## src/rtl/flag_offset_pkg.sv

```systemverilog
package flag_offset_pkg;

  typedef enum logic {
    SEL_AE = 1'b0,
    SEL_AF = 1'b1
  } ofs_sel_e;

  // Depth-dependent reset value of both thresholds
  function automatic logic [11:0] ofs_default(input int depth);
    if (depth <= 256)      return 12'h01F;
    else if (depth <= 512) return 12'h03F;
    else                   return 12'h07F;
  endfunction

endpackage

```

## src/rtl/offset_seq.sv

```systemverilog
module offset_seq
  import flag_offset_pkg::*;
(
  input  logic     clk,
  input  logic     rst_n,
  input  logic     step,
  output ofs_sel_e sel
);

  ofs_sel_e sel_q;
  logic     armed_q;

  always_ff @(posedge clk) begin
    if (!rst_n) begin
      sel_q   <= SEL_AE;
      armed_q <= 1'b0;
    end else begin
      armed_q <= 1'b1;
      if (step) sel_q <= (sel_q == SEL_AE) ? SEL_AF : SEL_AE;
    end
  end

  assign sel = sel_q;


  sel_alternates_chk: assert property (@(posedge clk) disable iff (!rst_n)
    armed_q && step |=> sel != $past(sel));


  sel_holds_chk: assert property (@(posedge clk) disable iff (!rst_n)
    armed_q && !step |=> $stable(sel));

endmodule

```

## src/rtl/offset_regs.sv

```systemverilog
module offset_regs
  import flag_offset_pkg::*;
#(
  parameter int          OFS_W = 12,
  parameter logic [11:0] RST_V = 12'h03F
) (
  input  logic             clk,
  input  logic             rst_n,
  input  logic             wr,
  input  ofs_sel_e         sel,
  input  logic [OFS_W-1:0] wdata,
  output logic [OFS_W-1:0] ae_o,
  output logic [OFS_W-1:0] af_o
);

  localparam int NREG = 2;

  logic [OFS_W-1:0] ofs_q [NREG];
  logic             armed_q;

  for (genvar g = 0; g < NREG; g++) begin : g_reg
    always_ff @(posedge clk) begin
      if (!rst_n)                           ofs_q[g] <= OFS_W'(RST_V);
      else if (wr && (int'(sel) == g))      ofs_q[g] <= wdata;
    end
  end

  always_ff @(posedge clk) begin
    if (!rst_n) armed_q <= 1'b0;
    else        armed_q <= 1'b1;
  end

  assign ae_o = ofs_q[0];
  assign af_o = ofs_q[1];


  ae_write_chk: assert property (@(posedge clk) disable iff (!rst_n)
    armed_q && wr && sel == SEL_AE |=> ae_o == $past(wdata) && $stable(af_o));


  af_write_chk: assert property (@(posedge clk) disable iff (!rst_n)
    armed_q && wr && sel == SEL_AF |=> af_o == $past(wdata) && $stable(ae_o));


  no_write_stable_chk: assert property (@(posedge clk) disable iff (!rst_n)
    armed_q && !wr |=> $stable(ae_o) && $stable(af_o));

endmodule

```

## src/rtl/offset_readback.sv

```systemverilog
module offset_readback
  import flag_offset_pkg::*;
#(
  parameter int OFS_W = 12
) (
  input  logic             clk,
  input  logic             rst_n,
  input  logic             rd,
  input  ofs_sel_e         sel,
  input  logic [OFS_W-1:0] ae_i,
  input  logic [OFS_W-1:0] af_i,
  output logic [OFS_W-1:0] rdback
);

  logic [OFS_W-1:0] rb_q;
  logic             armed_q;

  always_ff @(posedge clk) begin
    if (!rst_n) begin
      rb_q    <= '0;
      armed_q <= 1'b0;
    end else begin
      armed_q <= 1'b1;
      if (rd) rb_q <= (sel == SEL_AF) ? af_i : ae_i;
    end
  end

  assign rdback = rb_q;


  rdback_hold_chk: assert property (@(posedge clk) disable iff (!rst_n)
    armed_q && !rd |=> $stable(rdback));


  rdback_ae_chk: assert property (@(posedge clk) disable iff (!rst_n)
    armed_q && rd && sel == SEL_AE |=> rdback == $past(ae_i));

endmodule

```

## src/rtl/flag_offset_port.sv

```systemverilog
module flag_offset_port
  import flag_offset_pkg::*;
#(
  parameter int DEPTH  = 512,
  parameter int DATA_W = 18
) (
  input  logic              clk,
  input  logic              rst_n,
  input  logic              load_n,
  input  logic              wen_n,
  input  logic              ren_n,
  input  logic [DATA_W-1:0] din,
  output logic [11:0]       ae_ofs,
  output logic [11:0]       af_ofs,
  output logic [11:0]       rdback
);

  localparam int          OFS_W = 12;
  localparam logic [11:0] RST_V = ofs_default(DEPTH);

  logic     wr_q, rd_q, step;
  ofs_sel_e sel;

  assign wr_q = !load_n && !wen_n;
  assign rd_q = !load_n && !ren_n;
  assign step = wr_q || rd_q;

  offset_seq u_seq (
    .clk   (clk),
    .rst_n (rst_n),
    .step  (step),
    .sel   (sel)
  );

  // only the low OFS_W data bits reach the thresholds
  offset_regs #(.OFS_W(OFS_W), .RST_V(RST_V)) u_regs (
    .clk   (clk),
    .rst_n (rst_n),
    .wr    (wr_q),
    .sel   (sel),
    .wdata (din[OFS_W-1:0]),
    .ae_o  (ae_ofs),
    .af_o  (af_ofs)
  );

  offset_readback #(.OFS_W(OFS_W)) u_rb (
    .clk    (clk),
    .rst_n  (rst_n),
    .rd     (rd_q),
    .sel    (sel),
    .ae_i   (ae_ofs),
    .af_i   (af_ofs),
    .rdback (rdback)
  );

  logic armed_q;
  always_ff @(posedge clk) begin
    if (!rst_n) armed_q <= 1'b0;
    else        armed_q <= 1'b1;
  end


  strobe_high_idle_chk: assert property (@(posedge clk) disable iff (!rst_n)
    armed_q && load_n |=> $stable(ae_ofs) && $stable(af_ofs) && $stable(rdback));


  same_edge_rw_chk: assert property (@(posedge clk) disable iff (!rst_n)
    armed_q && wr_q && rd_q && sel == SEL_AF |=> rdback == $past(af_ofs));

endmodule

```

## config.mk

```make
export PLATFORM = sky130hd
export DESIGN_NAME = flag_offset_port
export DESIGN_NICKNAME = d
export VERILOG_FILES = /design/src/rtl/flag_offset_pkg.sv /design/src/rtl/offset_seq.sv /design/src/rtl/offset_regs.sv /design/src/rtl/offset_readback.sv /design/src/rtl/flag_offset_port.sv
export SDC_FILE = /design/constraint.sdc
export NUM_CORES = 1
export LEC_CHECK = 0
export CORE_AREA = 2 2 68 70
export DETAILED_ROUTE_END_ITERATION = 10
export DIE_AREA = 0 0 70 72
export PLACE_DENSITY = 0.68
export SYNTH_ARGS = -nofsm -noshare
export SYNTH_HDL_FRONTEND = slang
export SYNTH_SLANG_ARGS = --single-unit
```

## constraint.sdc

```tcl
create_clock -name clk -period 2.7 [get_ports clk]
set_input_delay 0.675 -clock clk [delete_from_list [all_inputs] [get_ports clk]]
set_output_delay 0.675 -clock clk [all_outputs]
set_load 0.02 [all_outputs]
```

==> results of run 1 <==
[flip-flops by register name (all words and copies together) (netlist names)]
signal	flops
u_regs.ofs_q	24
u_rb.rdback	12
u_seq.sel	1
[power by group through the flow]
stage	registers [mW]	clock network [mW]	logic (mW)
after floorplan	0.689	0	0.0921
after global placement	0.662	0	0.211
after detailed placement	0.663	0	0.215
after CTS	0.651	0.364	0.216
after global routing	0.654	0.391	0.227
final	0.650	0.363	0.213
[metrics by stage]
step	utilization, %	hold slack (ns)	setup slack, ns
2_1_floorplan	-	0.6455	0.2382
5_1_grt	53.93	0.6307	0.5985
6_report	53.93	0.5970	0.6916
4_1_cts	53.93	0.6014	0.6743
3_5_place_dp	52.02	0.5871	0.3712
3_3_place_gp	52.02	0.5784	0.3937
[per-layer routing]
| layer | GRT usage (%) | up-vias | part of all wire (%) | wire length, um |
|---|---|---|---|---|
| met5 | 0 | - | 0 | 0 |
| met4 | 6.624 | 0 | 1.6 | 58 |
| met3 | 5.556 | 6 | 7.0 | 251 |
| met2 | 25.71 | 29 | 51 | 1830 |
| met1 | 17.10 | 539 | 41 | 1468 |
| li1 | - | 547 | - | - |
[cell usage in the layout (no fill, tap or decap)]
master | Yosys | layout
mux2i_1 | 1 | 1
dfxtp_1 | 13 | 13
clkdlybuf4s50_1 | 0 | 52
a21oi_1 | 1 | 1
and2_1 | 12 | 12
nor4b_2 | 1 | 1
o311a_1 | 12 | 12
mux2_4 | 6 | 6
clkinv_1 | 0 | 2
and4bb_2 | 1 | 1
o21bai_1 | 12 | 12
clkbuf_8 | 0 | 5
mux2_2 | 6 | 6
nand2_1 | 1 | 1
buf_4 | 0 | 7
edfxtp_1 | 24 | 24
o31ai_2 | 0 | 2
clkinv_2 | 0 | 1
inv_1 | 1 | 1
nand2b_1 | 13 | 13
[cells by family (layout without fill, tap and decap cells)]
group           Yosys count  count (layout)
flops                    37              37
simple gates             28              28
compound gates           27              27
mux                      13              13
buf+inv                  13              68
[final cells by class]
class | count | area, um^2 | share of cell area (%)
well taps | 52 | 65.06 | 2.829
clock inverters | 3 | 12.51 | 0.5441
multi-input cells | 68 | 595.6 | 25.90
inverters | 1 | 3.754 | 0.1632
repair buffers | 59 | 573.1 | 24.92
clock buffers | 5 | 68.82 | 2.992
flip-flops and latches | 37 | 980.9 | 42.65
[worst register-to-register path: stages (launching register included)]
cell	delay, ns
dfxtp_1	0.64
buf_4	0.29
mux2_2	0.35
o311a_1	0.29
[path summary, 6_finish.rpt]
kind | from | to | slack [ns] | depth (start not counted)
min reg2reg | u_rb.rdback[11] | u_rb.rdback[11] | 0.60 | 2
max reg2reg | u_seq.sel | u_rb.rdback[5] | 1.03 | 3
min | u_rb.rdback[11] | u_rb.rdback[11] | 0.60 | 2
max | load_n | u_regs.ofs_q[1][11] | 0.69 | 3
==> flow_summary.yaml, run 1 <==
die:
  design.die.area_um2: 5040
  die_w_um: 70
  core.rowCount: 24
  die_h_um: 72
  boundaryPins: 59
  coreArea_um2: 4264
  initial_core_util_pct: 38.44
setup_path:
  criticalPathCategory: "input pin to flop"
  critical-path-max-stage-delay_ns: 0.80
  critical-path-top-delay-family: "buffers and inverters"
  end_kind: "flop"
  path_max_fanout: 13
  path_cells: "clkdlybuf4s50_1, and4bb_2, and2_1"
  path_buf_inv: 1
  start_kind: "input pin"
  worstPathRequired_ns: 2.74
  slowest_stage: "clkdlybuf4s50_1"
  crit_arrival_ns: 2.05
final_layout:
  nets: 195
  drive_above_1_share_pct: 16.76
  syn_to_final_growth_pct: 40.31
  fillers: 359
  postLayoutCellArea_um2: 2300
  antenna_cells: 0
  final_cells: 225
global_route:
  antenna_found_initial: 0
  grt_start_max_net_pins: 26
  grt_overflow: 0
  track_usage_pct: 15.08
  grt_pass1_wl_um: 5754
  grt_pass1_vias: 1155
timing:
  period_needed_ns: 2.008
  rsz0062_at_grt: "false"
  worstMarginPinSlew_ns: 0.5281
  fin_skew_ns: 0.006569
  timing.fmax_ghz: 0.4979
  maxSlewViolCount: 0
  relSlewSlack_pct: 64.68
  finalSetupViolations: 0
  finalCritPeriodShare_pct: 74.39
  finalSetupTns_ns: 0
  finalHoldViolCount: 0
synth:
  syn-num-nets: 141
  ys_types: 20
  synth_fa_ha_area_share_pct: 0
  async_reset_ff_share_pct: 0
  synth_top_area_cell: "edfxtp_1"
  syn_inst: 118
  synth.area.top_cells: "edfxtp_1, dfxtp_1, o311a_1"
  synth_mux_area_share_pct: 10.23
  synth_top_cell_area_share_pct: 43.97
  postSynthAreaPerCell_um2: 13.89
  synth.most_common_cell: "edfxtp_1"
  synth_compound_area_share_pct: 14.05
  synth_commonest_cells: "edfxtp_1, dfxtp_1, nand2b_1"
  yosys.area_share.simple_pct: 11.45
  synth_top_family_by_area: "compound AO/OA/AOI/OAI gates"
  synth_flop_cell: "edfxtp_1"
  synth_seq_cells: 37
  synth_xor_area_share_pct: 0
  syn-cell-area_um2: 1639
  synth_edf_count: 24
  yosysWarningCount: 0
  ys_seq_area_share_pct: 59.85
hold_path:
  worstHoldPathType: "flop to flop"
power_and_ir_drop:
  power_mw: 1.226
  p_per_area_nw_per_um2: 533.3
  pwr-share-seq_pct: 53.0
  power_frac_clock_pct: 29.6
  irDropWorstVdd_mv: 0.3722
  intPower_uw: 919.8
  p_sw_share_pct: 25.00
  leakage_nw: 0.8006
  power_frac_comb_pct: 17.3
  p_sw_uw: 306.6
clock_tree:
  cts-root-buf: "clkbuf_8"
  holdBufCountCts: 0
  post_cts.repair.setup_buffers: 0
  clock-sinks: 37
  cts_buffer_depth: 2
  clkLatencyLatePin_ns: 0.29
  clk_pin_slew_worst_paths_ns: 0.07
  cts_buffers: 5
  htree_levels: 2
  cts_tree: "done"
  cts_resized: 0
placement:
  gp_congestion: 0.7027
  dp_cells: 217
  dpl-instance-area_um2: 2218
  hpwlAfterDp_um: 2510
  numPortBuffers: 52
detailed_routing:
  drtAntennaViolNets: 0
  vias_per_cell: 4.982
  post_drt_wl_per_cell_um: 16.04
  drt_iter0_markers: 62
  drc_errors: 0
  wl_um: 3609
  via_count: 1121
  drt_pass1_iterations: 4
outcome:
  status: "finished, final reports clean"
job:
  drv_cap: 0
Note: power is estimated with default switching activity, not from simulation.
==> run 2, diff against run 1 <==
PLACE_DENSITY = 0.71   (was 0.68)
clock period = 1.7 ns   (was 2.7 ns; I/O delays follow)
==> flow_summary.yaml, run 2 (synthesized netlist as in run 1, its figures left out) <==
power_and_ir_drop:
  p_sw_uw: 469.4
  power_frac_clock_pct: 29.4
  irDropWorstVdd_mv: 0.5413
  p_per_area_nw_per_um2: 821.4
  p_sw_share_pct: 24.08
  pwr-share-seq_pct: 52.9
  power_mw: 1.950
  intPower_mw: 1.480
  leakage_nw: 0.9210
  power_frac_comb_pct: 17.7
detailed_routing:
  drc_errors: 0
  drtAntennaViolNets: 0
  drt_iter0_markers: 65
  vias_per_cell: 4.961
  via_count: 1136
  drt_pass1_iterations: 4
  post_drt_wl_per_cell_um: 15.89
  wl_um: 3638
setup_path:
  path_cells: "clkdlybuf4s50_1"
  reg2reg_depth: 3
  worstSetupPathDepth: 1
  critical-path-top-delay-family: "buffers and inverters"
  crit_arrival_ns: 1.25
  slowest_stage: "clkdlybuf4s50_1"
  start_kind: "flop"
  path_buf_inv: 1
  path_max_fanout: 2
  worstPathRequired_ns: 1.27
  criticalPathCategory: "flop to primary output"
  end_kind: "primary output"
  r2r_start: "u_seq.sel"
  crit_start: "u_regs.ofs_q[0][11]"
  crit_path_end: "ae_ofs[11]"
  r2r_end: "u_rb.rdback[6]"
  critical-path-max-stage-delay_ns: 0.61
  r2r_setup_slack_ns: 0.15
timing:
  finalCritPeriodShare_pct: 98.63
  relSlewSlack_pct: 73.25
  fin_skew_ns: 0.002761
  timing.fmax_ghz: 0.5964
  hold_slack_ns: 0.6030
  worstMarginPinSlew_ns: 0.4007
  finalSetupViolations: 0
  rsz0062_at_grt: "false"
  maxSlewViolCount: 0
  period_needed_ns: 1.677
  finalHoldViolCount: 0
clock_tree:
  clock-sinks: 37
  htree_levels: 2
  cts-root-buf: "clkbuf_8"
  cts_tree: "done"
  holdBufCountCts: 0
  cts_buffers: 5
  cts_buffer_depth: 2
  clk_pin_slew_worst_paths_ns: 0.06
  clkLatencyLatePin_ns: 0.28
placement:
  dp_cells: 221
  hpwlAfterDp_um: 2671
  gp_congestion: 0.6648
  numPortBuffers: 52
final_layout:
  layout_commonest_cell: "clkdlybuf4s50_1"
  syn_to_final_growth_pct: 44.81
  final_cells: 229
  nets: 199
  antenna_cells: 0
  regMostFlops: "u_regs.ofs_q"
  largest_register_ffs: 24
  final_cell_mix: "clkdlybuf4s50_1, edfxtp_1, dlymetal6s2s_1"
  drive_above_1_share_pct: 18.08
global_route:
  track_usage_pct: 14.61
  grt_pass1_wl_um: 5651
  grt_start_max_net_pins: 26
  grt_pass1_vias: 1175
  grt_overflow: 0
  antenna_found_initial: 0
die:
  die_w_um: 70
  design.die.area_um2: 5040
  die_h_um: 72
  boundaryPins: 59
  core.rowCount: 24
  initial_core_util_pct: 38.44
  coreArea_um2: 4264
outcome:
  status: "finished, final reports clean"
job:
  drv_cap: 0
hold_path:
  worstHoldPathType: "flop to flop"
[run 2: cell types whose count changed in the layout (fill, tap and decap cells not counted), sizes merged]
cell / previous run / this run
clkdlybuf4s50: 52 / 33
dlymetal6s2s: 0 / 15
buf: 7 / 11
dlygate4sd2: 0 / 4
clkbuf: 5 / 8
clkinv: 3 / 0
[run 2: metrics by stage]
| step | TNS [ns] | area, um^2 | setup WS, ns | util [%] |
|---|---|---|---|---|
| floorplan | -3.845 | 1649 | -0.1602 | - |
| global placement | -4.784 | 2261 | -0.1529 | 53.02 |
| detailed placement | -5.926 | 2261 | -0.1914 | 53.02 |
| CTS | 0 | 2336 | 0.0002706 | 54.78 |
| global route | 0 | 2374 | 0.0001904 | 55.66 |
| finish | 0 | 2374 | 0.02330 | 55.66 |
[run 2: worst register-to-register path, delay by kind of cell, from the launching register on]
| family | cells | cell delay, ns |
|---|---|---|
| DFF | 1 | 0.57 |
| muxes | 1 | 0.32 |
| AOI/OAI and AO/OA | 1 | 0.29 |
| buffers and inverters | 1 | 0.26 |
[run 2: worst min-delay path by stage]
| stage | end | depth (start not counted) | start |
|---|---|---|---|
| 3_3_place_gp | u_rb.rdback[10] | 2 | u_rb.rdback[10] |
| 2_1_floorplan | u_regs.ofs_q[0][0] | 1 | din[0] |
| 3_5_place_dp | u_rb.rdback[3] | 2 | u_rb.rdback[3] |
| 5_1_grt | u_rb.rdback[1] | 2 | u_rb.rdback[1] |
| 4_1_cts | u_rb.rdback[3] | 2 | u_rb.rdback[3] |
| 6_report | u_rb.rdback[7] | 2 | u_rb.rdback[7] |
[run 2: repair_timing]
item                                   in CTS  in global routing
setup endpoints to repair                   4                 15
setup buffers                               0                  0
resized for setup                           4                 15
endpoints found under the hold margin       0                  0
[run 2: cell type report]
cell class              count  area [um^2]
fillers                   366         1891
well taps                  52        65.06
flip-flops and latches     37        980.9
clock buffers               8        80.08
multi-input cells          68        595.6
repair buffers             63        648.1
inverters                   1        3.754
[run 2: power groups by stage]
stage / logic, mW / clock network, mW / registers, mW
2_1_floorplan: 0.149 / 0 / 1.09
3_3_place_gp: 0.346 / 0 / 1.05
3_5_place_dp: 0.354 / 0 / 1.05
4_1_cts: 0.352 / 0.589 / 1.03
5_1_grt: 0.367 / 0.608 / 1.04
6_report: 0.345 / 0.573 / 1.03
[run 2: routing by layer]
layer	global-route usage [%]	vias to the layer above	wire length, um
li1	-	553	-
met1	17.95	546	1568
met2	24.66	30	1858
met3	3.472	7	152
met4	6.624	0	57
met5	0	-	0
==> run 3, diff against run 2 <==
SKIP_CTS_REPAIR_TIMING = 1   (was default)
==> flow_summary.yaml, run 3 (synthesized netlist as in run 1, its figures left out) <==
timing:
  rsz0062_at_grt: "false"
  period_needed_ns: 1.677
  maxSlewViolCount: 0
  setup_slack_ns: 0.02288
  fin_skew_ns: 0.003172
  finalCritPeriodShare_pct: 98.65
  finalHoldViolCount: 0
  relSlewSlack_pct: 73.26
  timing.fmax_ghz: 0.5963
  worstMarginPinSlew_ns: 0.4005
  finalSetupViolations: 0
setup_path:
  slowest_stage: "clkdlybuf4s50_1"
  r2r_setup_slack_ns: 0.15
  r2r_start: "u_seq.sel"
  start_kind: "flop"
  critical-path-top-delay-family: "buffers and inverters"
  path_buf_inv: 1
  crit_arrival_ns: 1.25
  criticalPathCategory: "flop to primary output"
  worstPathRequired_ns: 1.27
  reg2reg_depth: 3
  crit_start: "u_regs.ofs_q[0][11]"
  path_max_fanout: 2
  end_kind: "primary output"
  critical-path-max-stage-delay_ns: 0.61
  worstSetupPathDepth: 1
  path_cells: "clkdlybuf4s50_1"
global_route:
  track_usage_pct: 14.61
  antenna_found_initial: 0
  grt_overflow: 0
  grt_pass1_vias: 1175
  grt_start_max_net_pins: 26
  grt_pass1_wl_um: 5651
final_layout:
  regMostFlops: "u_regs.ofs_q"
  fillers: 364
  antenna_cells: 0
  layout_commonest_cell: "clkdlybuf4s50_1"
  final_cell_mix: "clkdlybuf4s50_1, edfxtp_1, dlymetal6s2s_1"
  syn_to_final_growth_pct: 45.73
  largest_register_ffs: 24
  final_util_pct: 56.02
  nets: 199
  drive_above_1_share_pct: 18.08
clock_tree:
  cts_buffer_depth: 2
  cts-root-buf: "clkbuf_8"
  clkLatencyLatePin_ns: 0.28
  cts_buffers: 5
  htree_levels: 2
  clock-sinks: 37
  clk_pin_slew_worst_paths_ns: 0.06
  cts_tree: "done"
placement:
  dpl_worst_slack_ns: -0.1914
  hpwlAfterDp_um: 2671
  numPortBuffers: 52
  gp_congestion: 0.6648
job:
  drv_cap: 0
detailed_routing:
  drt_iter0_markers: 62
  drt_pass1_iterations: 4
  drc_errors: 0
  wl_um: 3651
  vias_per_cell: 4.996
  via_count: 1144
  drtAntennaViolNets: 0
  post_drt_wl_per_cell_um: 15.94
die:
  die_h_um: 72
  initial_core_util_pct: 38.44
  design.die.area_um2: 5040
  die_w_um: 70
  boundaryPins: 59
  coreArea_um2: 4264
  core.rowCount: 24
hold_path:
  worstHoldPathType: "flop to flop"
  whs_path_depth: 2
  hp-start: "u_rb.rdback[7]"
power_and_ir_drop:
  leakage_nw: 0.9634
  p_per_area_nw_per_um2: 817.3
  irDropWorstVdd_mv: 0.5433
outcome:
  status: "finished, final reports clean"
==> run 3: cell types whose count changed in the layout (fill, tap and decap cells not counted) <==
cell	change
dlymetal6s2s_1	+4
dlygate4sd2_1	-4
==> run 3: path summary, 6_finish.rpt <==
kind,to
worst min-delay path,u_rb.rdback[7]
worst max register to register,u_rb.rdback[6]
worst max-delay path,ae_ofs[11]
worst min register to register,u_rb.rdback[7]
==> run 3: final cells by class <==
cell class | instances | area (um^2) | share of cell area (%)
tap | 52 | 65.06 | 2.724
timing repair buffer | 63 | 663.1 | 27.76
sequential | 37 | 980.9 | 41.07
clock buffer | 8 | 80.08 | 3.353
inverter | 1 | 3.754 | 0.1572
multi-input combinational | 68 | 595.6 | 24.93
==> run 3: through the flow <==
stage	power [mW]	TNS, ns	instance area (um^2)	hold slack [ns]	std cells
6_report	1.952	0	2389	0.6030	229
5_1_grt	2.017	0	2389	0.6293	229
4_1_cts	1.979	-0.05414	2341	0.6110	229
3_5_place_dp	1.407	-5.926	2261	0.5917	221
3_3_place_gp	1.397	-4.784	2261	0.5825	221
2_1_floorplan	1.243	-3.845	1649	0.6028	118
==> run 3: routing by layer <==
metal	up-vias	global-route usage [%]	share of wire, %
met5	-	0	0
met4	0	6.624	1.6
met3	7	3.472	4.6
met2	33	24.66	51
met1	551	17.95	42
li1	553	-	-
==> run 3: power by group <==
group | leakage [nW] | total (mW) | switching (mW) | internal [mW]
Combinational | 0.603 | 0.348 | 0.158 | 0.189
Clock | 0.0395 | 0.572 | 0.281 | 0.291
Sequential | 0.321 | 1.03 | 0.0290 | 1.00
Total | 0.963 | 1.95 | 0.469 | 1.48
